`src/rtl/pram_pkg.sv`:
```
package pram_pkg;

   typedef enum logic {
      MODE_ROM      = 1'b0,
      MODE_RAM_ONLY = 1'b1
   } map_mode_e;

   typedef enum logic {
      BOARD_TWO  = 1'b0,
      BOARD_FOUR = 1'b1
   } board_e;

   // 16 KB windows selected by {A15, A14}
   typedef enum logic [1:0] {
      WIN_LO  = 2'b00,
      WIN_MID = 2'b01,
      WIN_HI  = 2'b10,
      WIN_TOP = 2'b11
   } window_e;

endpackage

```
`src/rtl/pram_cfg_reg.sv`:
```
module pram_cfg_reg
   import pram_pkg::*;
#(
   parameter int PAGE_W        = 4,
   parameter bit RST_FOUR_PAGE = 1'b1
) (
   input  logic              clk,
   input  logic              rst_n,
   input  logic              load,
   input  logic [PAGE_W-1:0] page_d,
   input  logic              ram_only_d,
   input  logic              four_page_d,
   output logic [PAGE_W-1:0] page_q,
   output map_mode_e         mode_q,
   output board_e            board_q
);

   localparam board_e RST_BOARD = RST_FOUR_PAGE ? BOARD_FOUR : BOARD_TWO;

   // one flop per page bit, each with the shared load enable
   for (genvar b = 0; b < PAGE_W; b++) begin : g_page_bit
      always_ff @(posedge clk or negedge rst_n) begin
         if (!rst_n)    page_q[b] <= 1'b0;
         else if (load) page_q[b] <= page_d[b];
      end
   end

   always_ff @(posedge clk or negedge rst_n) begin
      if (!rst_n) begin
         mode_q  <= MODE_ROM;
         board_q <= RST_BOARD;
      end else if (load) begin
         mode_q  <= ram_only_d  ? MODE_RAM_ONLY : MODE_ROM;
         board_q <= four_page_d ? BOARD_FOUR    : BOARD_TWO;
      end
   end

endmodule

```
`src/rtl/pram_hit_logic.sv`:
```
module pram_hit_logic
   import pram_pkg::*;
#(
   parameter int PAGE_W = 4
) (
   input  logic [PAGE_W-1:0] page,
   input  map_mode_e         mode,
   input  board_e            board,
   input  window_e           win,
   input  logic              req,
   output logic              hit
);

   localparam logic [PAGE_W-1:0] PG_ZERO = '0;
   localparam logic [PAGE_W-1:0] PG_ONE  = PAGE_W'(1);

   logic pg0, pg1, map_hit;

   assign pg0 = (page == PG_ZERO);
   assign pg1 = (page == PG_ONE);

   always_comb begin
      map_hit = 1'b0;
      if (win == WIN_TOP) begin
         map_hit = 1'b1;                       // common window
      end else if (board == BOARD_TWO) begin
         map_hit = (win == WIN_HI) && pg0;
      end else if (mode == MODE_RAM_ONLY) begin
         map_hit = pg0;
      end else begin
         unique case (win)
            WIN_MID: map_hit = pg0;
            WIN_HI:  map_hit = pg0 || pg1;
            default: map_hit = 1'b0;           // ROM lives in the low window
         endcase
      end
   end

   assign hit = req && map_hit;

endmodule

```
`src/rtl/pram_col_logic.sv`:
```
module pram_col_logic
   import pram_pkg::*;
#(
   parameter int PAGE_W = 4
) (
   input  logic [PAGE_W-1:0] page,
   input  map_mode_e         mode,
   input  board_e            board,
   input  window_e           win,
   input  logic              half_hi,
   output logic              col_msb
);

   localparam logic [PAGE_W-1:0] PG_ONE = PAGE_W'(1);

   logic remap;

   // page 1 high window in ROM mode is folded onto the lower DRAM region
   assign remap = (mode == MODE_ROM) && (page == PG_ONE) && (win == WIN_HI);

   always_comb begin
      if (board == BOARD_TWO) col_msb = half_hi;
      else if (remap)         col_msb = 1'b0;
      else                    col_msb = win[1];
   end

endmodule

```
`src/rtl/pram_hit_decode.sv`:
```
module pram_hit_decode
   import pram_pkg::*;
#(
   parameter int PAGE_W        = 4,
   parameter bit RST_FOUR_PAGE = 1'b1
) (
   input  logic              clk,
   input  logic              rst_n,
   input  logic              cfg_load,
   input  logic [PAGE_W-1:0] cfg_page,
   input  logic              cfg_ram_only,
   input  logic              cfg_four_page,
   input  logic              half_hi,
   input  logic [1:0]        addr_hi,
   input  logic              mreq_n,
   output logic              ram_hit_n,
   output logic              col_msb
);

   if (PAGE_W < 1) begin : g_bad_page_w
      $error("pram_hit_decode: PAGE_W must be at least 1");
   end

   logic [PAGE_W-1:0] page_q;
   map_mode_e         mode_q;
   board_e            board_q;
   window_e           win;
   logic              hit;

   assign win = window_e'(addr_hi);

   pram_cfg_reg #(.PAGE_W(PAGE_W), .RST_FOUR_PAGE(RST_FOUR_PAGE)) u_cfg (
      .clk         (clk),
      .rst_n       (rst_n),
      .load        (cfg_load),
      .page_d      (cfg_page),
      .ram_only_d  (cfg_ram_only),
      .four_page_d (cfg_four_page),
      .page_q      (page_q),
      .mode_q      (mode_q),
      .board_q     (board_q)
   );

   pram_hit_logic #(.PAGE_W(PAGE_W)) u_hit (
      .page  (page_q),
      .mode  (mode_q),
      .board (board_q),
      .win   (win),
      .req   (~mreq_n),
      .hit   (hit)
   );

   pram_col_logic #(.PAGE_W(PAGE_W)) u_col (
      .page    (page_q),
      .mode    (mode_q),
      .board   (board_q),
      .win     (win),
      .half_hi (half_hi),
      .col_msb (col_msb)
   );

   assign ram_hit_n = ~hit;

endmodule

```
`config.mk`:
```
export PLATFORM = sky130hd
export DESIGN_NAME = pram_hit_decode
export DESIGN_NICKNAME = d
export VERILOG_FILES = /design/src/rtl/pram_pkg.sv /design/src/rtl/pram_cfg_reg.sv /design/src/rtl/pram_hit_logic.sv /design/src/rtl/pram_col_logic.sv /design/src/rtl/pram_hit_decode.sv
export SDC_FILE = /design/constraint.sdc
export NUM_CORES = 1
export LEC_CHECK = 0
export ABC_AREA = 1
export BUFFER_PORTS_ARGS = -buffer_cell sky130_fd_sc_hd__buf_2
export CORE_AREA = 2 2 39 41
export DETAILED_ROUTE_END_ITERATION = 8
export DIE_AREA = 0 0 41 43
export PLACE_DENSITY = 0.53
export SLEW_MARGIN = 20
export SYNTH_ARGS = -nofsm -noshare
export SYNTH_HDL_FRONTEND = slang
export SYNTH_SLANG_ARGS = --single-unit
```
`constraint.sdc`:
```
create_clock -name clk -period 1.2 [get_ports clk]
set_input_delay 0.18 -clock clk [delete_from_list [all_inputs] [get_ports clk]]
set_output_delay 0.18 -clock clk [all_outputs]
set_load 0.01 [all_outputs]
```
==> impl_results.md <==
* Area delta synth->final at 40.9%
* Initial antenna violation count at 0
* Max cap viols at 0
* Hold/Removal Path Class: input pin to flip-flop
* Via count at 341
* Syn Inst Count at 45
* Crit Path Max Fanout at 4
* Clk Latency, worst-skew pair at 240 ps
* IO Port Bufs at 14
* Core footprint at 1380 um2
* Net count, final at between 80 and 90
* Largest net degree at the start of global routing at 12
* Yosys warnings at 0
* Worst slew pin tran at 170 ps
* Crit. End Element: output pin
* Slew Limit Fails at 0
* Sequential share of the synthesized area at between 40% and 50%
* R2R Setup Slk at around 360 ps
* Die span in x at about 41 um
* TritonRoute pass-1 iters at 3
* Worst setup path endpoint: ram_hit_n
* RR Endpoint: u_cfg.board_q
* CP arrival at 1230 ps
* Crit path max-delay cell type: dfstp_2
* GR Overflow Total at 0
* CTS buffer count at 3
* Seq pwr share at 43.2%
* H-tree Lvls at 1
* Initial Util at 25.4%
* Clock power share at 37.5%
* Setup ws final at -214 ps
* Critical-path cell list: nand3_1 > nand2_1 > nand3_1 > nand2_1 > nand2_1 > buf_2
* Fin crit share at 118%
* Reg2reg path depth at 2
* Top cells by area, synth: dfrtp_1 36%, nand2_1 12%, ha_1 11%, o21ai_0 10%, inv_1 9.6%
* Required time worst endpoint at a little over 1000 ps
* Area share of the largest cell type after synthesis at 35.6%
* # DRC at 0
* Final Cell Area at a little under 500 um2
* # IOs at 15
* Status: finished with violations
* Vias in the first global route at between 300 and 400
* Crit-path most repeated cell: nand2_1
* Tmin final at 1410 ps
* Worst-path clk slew at 50 ps
* WL/cell at 8.44 um
* Power Density at 1090 nW/um2
* Setup bufs post-CTS at 0
* Synth cell types at 11
* Post-Route WL at 684 um
* Inst Count DP at 76
* Setup TNS at -312 ps
* Clock skew at 0 ps
* Slew HR at about 89%
* Global-route wire length before repair at 1.08 mm
* Slowest stage delay, CP at 550 ps
* Final setup violation count at 2
* # rows at 14
* Layout cells sized above 1 at 43.1%
* Pint at ~0.4 mW
* Largest delay share family, worst path: flip-flops
* Initial DRC Count at 3
* Die area at ~1800 um2
* Reported net switching power at 0.142 mW
* Worst vdd ir at ~0.00043 V
* Worst path depth at 6
* Worst slack at placement at -70.2 ps
* Sw Share at 26.2%
* Largest area contributor in the netlist: dfrtp_1
* Hpwl dp at between 500 and 600 um
* Total track usage at a little under a tenth
* Syn_area_per_cell at 7.81 um2
* Detail Route Antenna Nets at 0
* Final GP Congestion at 0.638
* Seq cells post-synth at 6
* Clock root buffer: clkbuf_4
* Vias per Instance at ~4.2
* TritonCTS Sinks at 6
* CTS tree: yes
* Die Height at 43 um
* Power Total at 0.542 mW
* Fmax at 0.707 GHz
* WS Path Type: flip-flop to output pin
* FF-to-FF Start: u_cfg.board_q
* Diodes inserted at 0
* Failing checks: setup timing
* Longest Clk Path Bufs at 2
* Post-Syn Area at approximately 350 um2
* Final Hold Fails at 0
* Unrepaired setup endpoints after global routing: yes
* Leakage at 0.268 nW
* Placed Area at 452 um2
* CP startpoint kind: flip-flop
* WP buf/inv at 1
* Final std cells w/o fill at between 80 and 90
* Syn_nets at 61
* Share of power burned in combinational logic at between 10% and 20%
* Critical Path Source: u_cfg.board_q
Yosys cell counts:
library cell / number
nand2_1: 11
inv_1: 9
o21ai_0: 7
dfrtp_1: 5
nand3_1: 4
ha_1: 3
nor2_1: 2
buf_2: 1
dfstp_2: 1
mux2_2: 1
o21ai_2: 1
power by group through the flow:
stage / logic (mW) / clock network, mW / registers [mW]
final: 0.105 / 0.203 / 0.234
after global routing: 0.119 / 0.219 / 0.237
after CTS: 0.107 / 0.210 / 0.234
after detailed placement: 0.0986 / 0 / 0.235
after global placement: 0.0962 / 0 / 0.235
after floorplan: 0.0548 / 0 / 0.233
cell families (layout without fill, tap and decap cells):
group                    count (synthesis)  count (layout)  share of synthesized area [%]
AO/OA/AOI/OAI                            8               8                           12.5
adder cells (fa/ha/maj)                  3               3                           10.7
buffers and inverters                   10              30                           11.0
flip-flops                               6               6                           43.1
multiplexers                             1               1                           3.20
AND/OR/NAND/NOR                         17              17                           19.6
worst min-delay path, delay by kind of cell:
kind / cells / cell delay, ps
AND/OR/NAND/NOR: 1 / 40
AO/OA/AOI/OAI: 1 / 50
buffers and inverters: 1 / 80
timing repair:
action | CTS | global route
gates resized for setup | 7 | 1
hold buffers | 1 | 0
endpoints found under the hold margin | 6 | 0
endpoints found under the setup margin | 2 | 2
pin swaps | 5 | 3
worst min path at each step:
stage	from	endpoint	slack [ps]	cells after the start
after floorplan	rst_n	u_cfg.mode_q	-120	0
after global placement	rst_n	u_cfg.page_q[1]	10	1
after detailed placement	rst_n	u_cfg.page_q[3]	8	1
after CTS	cfg_page[1]	u_cfg.page_q[1]	130	3
after global routing	cfg_page[3]	u_cfg.page_q[3]	160	3
final	cfg_page[1]	u_cfg.page_q[1]	140	3
cell usage in the layout (no fill, tap or decap):
cell type,n
mux2_2,1
buf_2,14
nand3_1,3
o21ai_1,2
nand2_1,10
clkbuf_1,1
buf_4,2
o21ai_0,5
ha_1,3
inv_2,4
clkbuf_4,3
inv_1,5
nor2_1,2
nand3_2,1
dlygate4sd3_1,1
dfrtp_1,5
nand2_2,1
o21ai_2,1
dfstp_2,1
sequential cells by signal (all words and copies together), names as in the netlist:
register / count
u_cfg.mode_q: 1
u_cfg.board_q: 1
u_cfg.page_q: 4
routing by layer:
layer | up-vias | part of all wire [%] | global-route usage, %
li1 | 179 | - | -
met1 | 151 | 41 | 9.21
met2 | 11 | 52 | 15.3
met3 | 0 | 6.7 | 1.57
met4 | 0 | 0 | 8.00
met5 | - | 0 | 0
stage by stage:
stage               utilization (%)  hold slack (ps)
floorplan                         -             -116
global placement               32.6             10.9
detailed placement             32.6             8.22
CTS                            35.8              131
global route                   35.8              160
finish                         35.8              136
area by class of cell:
cell class                 count  area, um2
clock buffer                   4       26.3
timing repair buffer          17       95.1
multi-input combinational     29        169
fill                         161        888
tap                           16       20.0
sequential                     6        151
inverter                       9       33.8
No activity file was read; power rests on OpenSTA's default activity.
